[src/rtl/can_filt_pkg.sv]
package can_filt_pkg;

   localparam int unsigned CAN_ID_W  = 29;
   localparam int unsigned CAN_STD_W = 11;

   typedef enum logic [1:0] {
      SEL_ID    = 2'd0,
      SEL_CTRL  = 2'd1,
      SEL_GMASK = 2'd2,
      SEL_LMASK = 2'd3
   } cfg_sel_e;

   // control word layout follows write data bits 3..0
   typedef struct packed {
      logic buf_mode;
      logic ext;
      logic rx;
      logic valid;
   } obj_ctrl_t;

endpackage

[src/rtl/can_filt_bank.sv]
module can_filt_bank
   import can_filt_pkg::*;
#(
   parameter int unsigned NUM_OBJ = 15,
   parameter int unsigned IDX_W   = 4,
   parameter int unsigned ID_W    = CAN_ID_W
) (
   input  logic                          clk,
   input  logic                          rst_n,
   input  logic                          cfg_we,
   input  logic [1:0]                    cfg_sel,
   input  logic [IDX_W-1:0]              cfg_obj,
   input  logic [ID_W-1:0]               cfg_wdata,
   output logic [NUM_OBJ-1:0][ID_W-1:0]  obj_id,
   output obj_ctrl_t [NUM_OBJ-1:0]       obj_ctrl,
   output logic [ID_W-1:0]               gmask,
   output logic [ID_W-1:0]               lmask
);

   for (genvar g = 0; g < NUM_OBJ; g++) begin : g_obj
      logic hit_addr;
      assign hit_addr = cfg_we && (cfg_obj == IDX_W'(g + 1));

      always_ff @(posedge clk) begin
         if (!rst_n) begin
            obj_id[g]   <= '0;
            obj_ctrl[g] <= '0;
         end else if (hit_addr) begin
            if (cfg_sel == SEL_ID) begin
               obj_id[g] <= cfg_wdata;
            end else if (cfg_sel == SEL_CTRL) begin
               obj_ctrl[g].valid    <= cfg_wdata[0];
               obj_ctrl[g].rx       <= cfg_wdata[1];
               obj_ctrl[g].ext      <= cfg_wdata[2];
               obj_ctrl[g].buf_mode <= (g == NUM_OBJ - 1) ? cfg_wdata[3] : 1'b0;
            end
         end
      end
   end

   always_ff @(posedge clk) begin
      if (!rst_n) begin
         gmask <= '1;
         lmask <= '1;
      end else if (cfg_we) begin
         if (cfg_sel == SEL_GMASK) gmask <= cfg_wdata;
         if (cfg_sel == SEL_LMASK) lmask <= cfg_wdata;
      end
   end

endmodule

[src/rtl/can_filt_match.sv]
module can_filt_match
   import can_filt_pkg::*;
#(
   parameter int unsigned NUM_OBJ       = 15,
   parameter int unsigned ID_W          = CAN_ID_W,
   parameter int unsigned STD_W         = CAN_STD_W,
   parameter bit          LAST_OWN_MASK = 1'b1
) (
   input  logic [ID_W-1:0]               rx_id,
   input  logic                          rx_ide,
   input  logic [NUM_OBJ-1:0][ID_W-1:0]  obj_id,
   input  obj_ctrl_t [NUM_OBJ-1:0]       obj_ctrl,
   input  logic [ID_W-1:0]               gmask,
   input  logic [ID_W-1:0]               lmask,
   output logic [NUM_OBJ-1:0]            hit
);

   localparam logic [ID_W-1:0] STD_SPAN = {{STD_W{1'b1}}, {(ID_W - STD_W){1'b0}}};

   for (genvar g = 0; g < NUM_OBJ; g++) begin : g_cmp
      logic [ID_W-1:0] mask_src;
      logic [ID_W-1:0] mask_eff;
      logic            takes_part;

      if ((g == NUM_OBJ - 1) && LAST_OWN_MASK) begin : g_own
         assign mask_src = lmask;
      end else begin : g_glob
         assign mask_src = gmask;
      end

      assign mask_eff   = rx_ide ? mask_src : (mask_src & STD_SPAN);
      assign takes_part = obj_ctrl[g].valid
                        && (obj_ctrl[g].rx || obj_ctrl[g].buf_mode)
                        && (obj_ctrl[g].ext == rx_ide);
      assign hit[g]     = takes_part && (((rx_id ^ obj_id[g]) & mask_eff) == '0);
   end

endmodule

[src/rtl/can_filt_prio.sv]
module can_filt_prio #(
   parameter int unsigned NUM_OBJ = 15,
   parameter int unsigned IDX_W   = 4
) (
   input  logic [NUM_OBJ-1:0] hit,
   output logic               any_hit,
   output logic [IDX_W-1:0]   win_idx
);

   always_comb begin
      win_idx = '0;
      for (int k = NUM_OBJ - 1; k >= 0; k--) begin
         if (hit[k]) win_idx = IDX_W'(k + 1);
      end
   end

   assign any_hit = |hit;

endmodule

[src/rtl/can_accept_filter.sv]
module can_accept_filter
   import can_filt_pkg::*;
#(
   parameter int unsigned  NUM_OBJ       = 15,
   parameter int unsigned  DLC_W         = 4,
   parameter int unsigned  MAX_DLC       = 8,
   parameter bit           LAST_OWN_MASK = 1'b1,
   localparam int unsigned IDX_W         = $clog2(NUM_OBJ + 1),
   localparam int unsigned ID_W          = CAN_ID_W
) (
   input  logic             clk,
   input  logic             rst_n,
   input  logic             cfg_we,
   input  logic [1:0]       cfg_sel,
   input  logic [IDX_W-1:0] cfg_obj,
   input  logic [ID_W-1:0]  cfg_wdata,
   input  logic             rx_id_valid,
   input  logic [ID_W-1:0]  rx_id,
   input  logic             rx_ide,
   input  logic [DLC_W-1:0] rx_dlc,
   output logic             match_valid,
   output logic [IDX_W-1:0] match_idx,
   output logic [DLC_W-1:0] match_dlc
);

   if (NUM_OBJ < 2) begin : g_chk_num
      $error("can_accept_filter: NUM_OBJ must be at least 2");
   end
   if (MAX_DLC >= (1 << DLC_W)) begin : g_chk_dlc
      $error("can_accept_filter: MAX_DLC does not fit in DLC_W bits");
   end

   logic [NUM_OBJ-1:0][ID_W-1:0] obj_id;
   obj_ctrl_t [NUM_OBJ-1:0]      obj_ctrl;
   logic [ID_W-1:0]              gmask;
   logic [ID_W-1:0]              lmask;
   logic [NUM_OBJ-1:0]           hit;
   logic                         any_hit;
   logic [IDX_W-1:0]             win_idx;
   logic [DLC_W-1:0]             dlc_lim;

   can_filt_bank #(.NUM_OBJ(NUM_OBJ), .IDX_W(IDX_W), .ID_W(ID_W)) bank_i (
      .clk      (clk),
      .rst_n    (rst_n),
      .cfg_we   (cfg_we),
      .cfg_sel  (cfg_sel),
      .cfg_obj  (cfg_obj),
      .cfg_wdata(cfg_wdata),
      .obj_id   (obj_id),
      .obj_ctrl (obj_ctrl),
      .gmask    (gmask),
      .lmask    (lmask)
   );

   can_filt_match #(
      .NUM_OBJ(NUM_OBJ), .ID_W(ID_W), .STD_W(CAN_STD_W), .LAST_OWN_MASK(LAST_OWN_MASK)
   ) match_i (
      .rx_id   (rx_id),
      .rx_ide  (rx_ide),
      .obj_id  (obj_id),
      .obj_ctrl(obj_ctrl),
      .gmask   (gmask),
      .lmask   (lmask),
      .hit     (hit)
   );

   can_filt_prio #(.NUM_OBJ(NUM_OBJ), .IDX_W(IDX_W)) prio_i (
      .hit    (hit),
      .any_hit(any_hit),
      .win_idx(win_idx)
   );

   assign dlc_lim = (rx_dlc > DLC_W'(MAX_DLC)) ? DLC_W'(MAX_DLC) : rx_dlc;

   always_ff @(posedge clk) begin
      if (!rst_n) begin
         match_valid <= 1'b0;
         match_idx   <= '0;
         match_dlc   <= '0;
      end else if (rx_id_valid && any_hit) begin
         match_valid <= 1'b1;
         match_idx   <= win_idx;
         match_dlc   <= dlc_lim;
      end else begin
         match_valid <= 1'b0;
         match_idx   <= '0;
         match_dlc   <= '0;
      end
   end

endmodule

[config.mk]
export PLATFORM = sky130hd
export DESIGN_NAME = can_accept_filter
export DESIGN_NICKNAME = d
export VERILOG_FILES = /design/src/rtl/can_filt_pkg.sv /design/src/rtl/can_filt_bank.sv /design/src/rtl/can_filt_match.sv /design/src/rtl/can_filt_prio.sv /design/src/rtl/can_accept_filter.sv
export SDC_FILE = /design/constraint.sdc
export NUM_CORES = 2
export LEC_CHECK = 0
export ABC_AREA = 1
export ABC_CLOCK_PERIOD_IN_PS = 2200
export BUFFER_PORTS_ARGS = -buffer_cell sky130_fd_sc_hd__buf_2
export CELL_PAD_IN_SITES_DETAIL_PLACEMENT = 1
export CELL_PAD_IN_SITES_GLOBAL_PLACEMENT = 1
export CORE_ASPECT_RATIO = 0.5
export CORE_MARGIN = 2
export CORE_UTILIZATION = 47
export CTS_BUF_LIST = sky130_fd_sc_hd__clkbuf_8
export DETAILED_ROUTE_END_ITERATION = 8
export GPL_ROUTABILITY_DRIVEN = 1
export GPL_TIMING_DRIVEN = 0
export PLACE_DENSITY_LB_ADDON = 0.2
export RECOVER_POWER = 50
export SLEW_MARGIN = 20
export SYNTH_ARGS = -nofsm -noshare
export SYNTH_HDL_FRONTEND = slang
export SYNTH_SLANG_ARGS = --single-unit
[constraint.sdc]
create_clock -name clk -period 2.2 [get_ports clk]
set_clock_uncertainty 0.1 [all_clocks]
set_input_delay 0 -clock clk [delete_from_list [all_inputs] [get_ports clk]]
set_output_delay 0 -clock clk [all_outputs]
set_load 0.01 [all_outputs]
# Word level (Yosys, flattened, before mapping)
# Index checks and enable logic that the tools add are counted.
word_totals:
  reg_bits: 548
  input_bits: 73
  out_inout_bits: 9
  word_cells: 272
classes:
  magnitude_cmp: 1
  eq_ne: 33
  muxes: 19
  bitwise_logic: 33
  reduce_logical: 116
ops:
  columns: ["cell", "count"]
  rows:
  - ["$and A29 B29 Y29", 15]
  - ["$logic_not A29 Y1", 15]
  - ["$xor A29 B29 Y29", 15]
  - ["$logic_and A1 B1 Y1", 61]
  - ["$reduce_and A3 Y1", 15]
  - ["$mux W18", 2]
  - ["$mux W4", 9]
  - ["$reduce_and A2 Y1", 18]
  - ["$eq A4 B4 Y1 const B", 8]
  - ["$eq A4 B3 Y1 const B", 4]
  - ["$eq A1 B1 Y1", 15]
  - ["$reduce_or A15 Y1", 1]
  - ["$mux W3", 4]
  - ["$reduce_or A9 Y1", 1]
  - ["$eq A4 B2 Y1 const B", 2]
  - ["$reduce_or A3 Y1", 2]
  - ["$reduce_or A5 Y1", 1]
  - ["$eq A2 B2 Y1 const B", 2]
  - ["$eq A4 B1 Y1 const B", 1]
  - ["$gt A4 B4 Y1 const B", 1]
  - ["$mux W2", 2]
  - ["$not A1 Y1", 3]
  - ["$eq A2 B1 Y1 const B", 1]
  - ["$logic_not A2 Y1", 1]
  - ["other kinds (2)", 3]

# Depth between registers and ports, before layout
depth:
  ltp_word: 19
  depth_mapped: 24
  ltp_nobuf: 23

# By module
# Synthesis repeated with hierarchy kept, for this count alone.
hier_totals:
  cells_unflattened: 5180
  hier_area_um2: 32506.2
by_module_without_submodules:
  columns: ["mod", "seq_area_each_um2", "cells_each", "n_inst", "area_per_inst_um2"]
  rows:
  - ["can_filt_bank", 10790.3, 2643, 1, 21800.9]
  - ["can_filt_match", 0.0, 2458, 1, 10236.1]
  - ["can_accept_filter", 180.2, 31, 1, 274.0]
  - ["can_filt_prio", 0.0, 48, 1, 195.2]

# Worst setup path before layout
# No wires, ideal clock.
synth_path:
  path_type: "register to register"
  start: "reg bank_i.gmask[28]"
  end: "reg match_dlc[1]"
  path_slack_ps: 330
  required_ps: 2022
  n_path_buf: 1
  setup_ps: 78
  path_stages_with_launch: 11
  arrival_ps: 1692
  synth_period_minus_slack_ps: 1870
  path_cell_list: "dfxtp_1 > inv_1 > clkbuf_1 > a21oi_1 > o21ai_0 > nand4_1 > a2111oi_0 > nand4_1 > nand4_1 > nand2_2 > nor3_1"
synth_between:
  elab_chain_len: 7
  word_cells_on_any_way: 46
  cone_classes: "bitwise: 15; reduce/logical: 31"
synth_rtl:
  columns: ["item", "line_no", "rtl"]
  rows:
  - ["start: declaration", "can_filt_bank.sv:16", "output logic [ID_W-1:0] gmask,"]
  - ["start signal: assignment", "can_filt_bank.sv:46", "if (cfg_sel == SEL_GMASK) gmask <= cfg_wdata;"]
  - ["$and A29 B29 Y29", "can_filt_match.sv:35", "assign hit[g] = takes_part && (((rx_id ^ obj_id[g]) & mask_eff) == '0);"]
  - ["$logic_not A29 Y1", "can_filt_match.sv:35", null]
  - ["$logic_and A1 B1 Y1", "can_filt_match.sv:35", null]
  - ["$reduce_or A15 Y1 (*)", "can_filt_prio.sv:17", "assign any_hit = |hit;"]
  - ["$logic_and A1 B1 Y1 (*)", "can_accept_filter.sv:80", "end else if (rx_id_valid && any_hit) begin"]
  - ["$not A1 Y1 (no line) (*)", null, null]
  - ["$reduce_or A3 Y1 (no line) (*)", null, null]
  - ["end signal: assignment", "can_accept_filter.sv:83", "match_dlc <= dlc_lim;"]
  - ["end: declaration", "can_accept_filter.sv:23", "output logic [DLC_W-1:0] match_dlc"]
# Mark *: on every way between the ends. The rest lies on a longest branch, timed or not.
# A chain may end at the register's enable or synchronous reset.

# Worst setup path after layout
layout_path:
  start: "reg bank_i.obj_id[28] (netlist name)"
  end: "reg match_valid"
layout_between:
  elab_chain_len: 7
layout_rtl:
  columns: ["item", "line_no", "rtl"]
  rows:
  - ["start: declaration", "can_filt_bank.sv:14", "output logic [NUM_OBJ-1:0][ID_W-1:0] obj_id,"]
  - ["start signal: indexed assignment", "can_filt_bank.sv:30", "obj_id[g] <= cfg_wdata;"]
  - ["$xor A29 B29 Y29", "can_filt_match.sv:35", null]
  - ["$and A29 B29 Y29", "can_filt_match.sv:35", null]
  - ["$logic_not A29 Y1", "can_filt_match.sv:35", null]
  - ["$logic_and A1 B1 Y1", "can_filt_match.sv:35", null]
  - ["$reduce_or A15 Y1", "can_filt_prio.sv:17", null]
  - ["$logic_and A1 B1 Y1", "can_accept_filter.sv:80", null]
  - ["$mux W1", "can_accept_filter.sv:80", null]
  - ["end signal: assignment", "can_accept_filter.sv:77", "match_valid <= 1'b0;"]
  - ["end signal: assignment", "can_accept_filter.sv:81", "match_valid <= 1'b1;"]
  - ["end signal: assignment", "can_accept_filter.sv:85", "match_valid <= 1'b0;"]
  - ["end: declaration", "can_accept_filter.sv:21", "output logic match_valid,"]
# No other way between the ends.

==> flow_metrics.env <==
export IMPL_rsz0062_at_grt="yes"
export IMPL_ctsLongestPathBuffers=3
export IMPL_insertion_delay_ns=0.74
export IMPL_grt_pass1_wl_mm=220
export IMPL_dp_cells=4872
export IMPL_synth_edf_count=0
export IMPL_design_area_sq_mm=0.0311
export IMPL_synthAdderAreaFrac_pct=0
export IMPL_drt_wl_total_mm=161
export IMPL_synth_area_sq_mm=0.0268
export IMPL_coreArea_sq_mm=0.0559
export IMPL_initial_core_util_pct=47.9
export IMPL_rows=61
export IMPL_vdd_ir_drop_max_mv=0.564
export IMPL_startpoint_type="register"
export IMPL_die_y_um=173
export IMPL_synthFlopType="dfxtp_1"
export IMPL_drt_iter0_markers=5378
export IMPL_critPathKind="reg -> reg"
export IMPL_critical_path_required_ns=2.78
export IMPL_yosysMostFrequentCell="o21ai_0"
export IMPL_slowest_delay_ns=0.65
export IMPL_synth_xor_area_share_pct=0.556
export IMPL_wl_per_cell_um=31.7
export IMPL_ant_nets=0
export IMPL_ys_warn_count=0
export IMPL_die_w_um=342
export IMPL_gr_total_overflow=0
export IMPL_portBuffers=58
export IMPL_layout_drive_gt1_share_pct=10.1
export IMPL_synth_compound_gate_area_share_pct=26.0
export IMPL_p_per_area_mw_per_mm2=728
export IMPL_cp_arrival_ns=3.58
export IMPL_via_per_inst=6.58
export IMPL_synth_area_leaders="dfxtp_1 41%, o21ai_0 14%, a21oi_1 11%"
export IMPL_crit_fanout=6
export IMPL_synthMuxAreaShare_pct=0
export IMPL_drc=0
export IMPL_synthTopCellsByCount="753 x o21ai_0, 604 x nand2_1, 573 x a21oi_1"
export IMPL_placed_area_sq_mm=0.0281
export IMPL_ys_async_sr_fraction_pct=0
export IMPL_synthDistinctLibCells=39
export IMPL_yosysTopAreaCell="dfxtp_1"
export IMPL_num_vias=33500
export IMPL_setup_ws_ns=-0.795
export IMPL_violations="negative setup slack"
export IMPL_dpl_hpwl_mm=116
export IMPL_report_final_slew_viol_count=0
export IMPL_synth_simple_area_share_pct=21.6
export IMPL_fin_util_pct=55.6
export IMPL_timing_hold_ws_ns=0.0677
export IMPL_first_global_vias=31500
export IMPL_htree_levels=3
export IMPL_path_cells="a21oi_4 -> o21ai_4 -> nand4_1 -> a2111oi_4 -> nand4_1 -> nand4_1 -> nand2_4 -> buf_6 -> inv_2"
export IMPL_antenna_found_initial=13
export IMPL_slowest_stage="a2111oi_4"
export IMPL_numClockSinks=548
export IMPL_endpoint_kind="register"
export IMPL_synth_seq_area_share_pct=40.9
export IMPL_period_minus_slack_ns=2.99
export IMPL_clkTransAtPathRegs_ns=0.07
export IMPL_pin_count=82
export IMPL_final_cells=5091
export IMPL_finalWeightedCongestion=1.10
export IMPL_p_total_mw=22.6
export IMPL_synth_nets=4130
export IMPL_cts_tree="built"
export IMPL_setup_viol=317
export IMPL_cap_violations=0
export IMPL_finalHoldViolCount=0
export IMPL_areaGrowthSynthToFinish_pct=16.0
export IMPL_dr_pass1_iters=6
export IMPL_status="finished with violations"
export IMPL_fmax_ghz=0.334
export IMPL_cp_common_cell="nand4_1"
export IMPL_tightest_slew_ns=1.39
export IMPL_grt_max_degree=12
export IMPL_fin_nets=4340
export IMPL_syn_avg_cell_area_sq_um=6.61
export IMPL_power_leakage_nw=12.5
export IMPL_track_usage_pct=52.0
export IMPL_die_area_sq_mm=0.0591
export IMPL_slew_headroom_pct=7.50
export IMPL_synthCells=4057
export IMPL_synth_top_family_by_area="compound AO/OA/AOI/OAI gates"
export IMPL_synth_seq_cells=548
export IMPL_finalCritPeriodShare_pct=136
export IMPL_synth_top_area_share_pct=40.9
export IMPL_cts_made_buffers=83
export IMPL_min_path_type="in -> reg"
export IMPL_clockRootBuffer="clkbuf_8"
[worst max-delay path: cells and delay by family (launching register included)]
kind | cells | cell delay [ns]
flip-flops | 1 | 0.49
buffers and inverters | 2 | 0.21
AO/OA/AOI/OAI | 3 | 0.89
AND/OR/NAND/NOR | 4 | 1.25
[what timing repair did]
action	CTS	global route
pin swaps	19	36
endpoints found under the setup margin	142	412
buffers inserted	11	3
resized for setup	91	266
hold buffers	56	0
endpoints found under the hold margin	471	0
[placed cells by master (no fill, tap or decap), types with 7 or more instances in the layout]
| cell | instances |
|---|---|
| nand4_1 | 53 |
| nor2_1 | 462 |
| clkbuf_1 | 164 |
| clkinv_2 | 8 |
| nor4_1 | 9 |
| buf_6 | 14 |
| o211ai_1 | 13 |
| inv_2 | 11 |
| buf_4 | 32 |
| o21ai_0 | 724 |
| o21ai_1 | 12 |
| dfxtp_2 | 7 |
| nand2_2 | 13 |
| nand3b_1 | 11 |
| clkbuf_8 | 110 |
| xnor2_1 | 14 |
| o21ai_2 | 15 |
| nor3_1 | 10 |
| diode_2 | 8 |
| a21oi_1 | 567 |
| nand3_1 | 189 |
| clkbuf_2 | 49 |
| inv_1 | 439 |
| buf_2 | 106 |
| nand2_1 | 593 |
| o2111ai_1 | 10 |
| dfxtp_1 | 541 |
| dlygate4sd3_1 | 56 |
[through the flow]
step                TNS (ns)  setup slack [ns]
floorplan                  0             0.330
global placement     -221.02             -2.00
detailed placement   -246.95             -1.78
CTS                   -55.08            -0.621
global route          -45.65            -0.713
finish                -44.44            -0.795
[layout make-up]
type / count / area, sq um
Antenna cell: 8 / 20.0
Buffer: 300 / 1470
Clock buffer: 108 / 1490
Clock inverter: 37 / 165
Fill cell: 7507 / 24800
Inverter: 430 / 1630
Multi-Input combinational cell: 2776 / 13400
Sequential cell: 548 / 11000
Tap cell: 756 / 946
Timing Repair Buffer: 128 / 967
[cell families after synthesis]
| kind of cell | count (synthesis) |
|---|---|
| AND/OR/NAND/NOR | 1392 |
| AO/OA/AOI/OAI | 1367 |
| buffers and inverters | 733 |
| flip-flops | 548 |
| XOR/XNOR | 17 |
[where the power goes]
group	switching (mW)	total, mW	internal (mW)
sequential	0.0960	10.1	10.0
combinational	2.59	3.38	0.791
clock	4.73	9.12	4.39
[path summary, 6_finish.rpt]
kind                            cells after the start                  end           startpoint  slack (ns)
worst max-delay path                                9          match_valid    bank_i.obj_id[28]       -0.79
worst min-delay path                                4   bank_i.obj_id[406]         cfg_wdata[0]        0.07
worst max register to register                      9          match_valid    bank_i.obj_id[28]       -0.79
worst min register to register                      2  bank_i.obj_ctrl[13]  bank_i.obj_ctrl[13]        0.35
[flip-flops by register name (all words and copies together), names as in the netlist]
signal	count
bank_i.gmask	29
bank_i.lmask	29
bank_i.obj_ctrl	46
bank_i.obj_id	435
match_dlc	4
match_idx	4
match_valid	1
[routing by layer]
metal	GRT usage, %	part of all wire (%)	up-vias
li1	-	-	13800
met1	70.0	38	16400
met2	66.9	37	2749
met3	25.3	18	583
met4	28.3	6.7	12
met5	0	0.052	-
No activity file was read; power rests on OpenSTA's default activity.
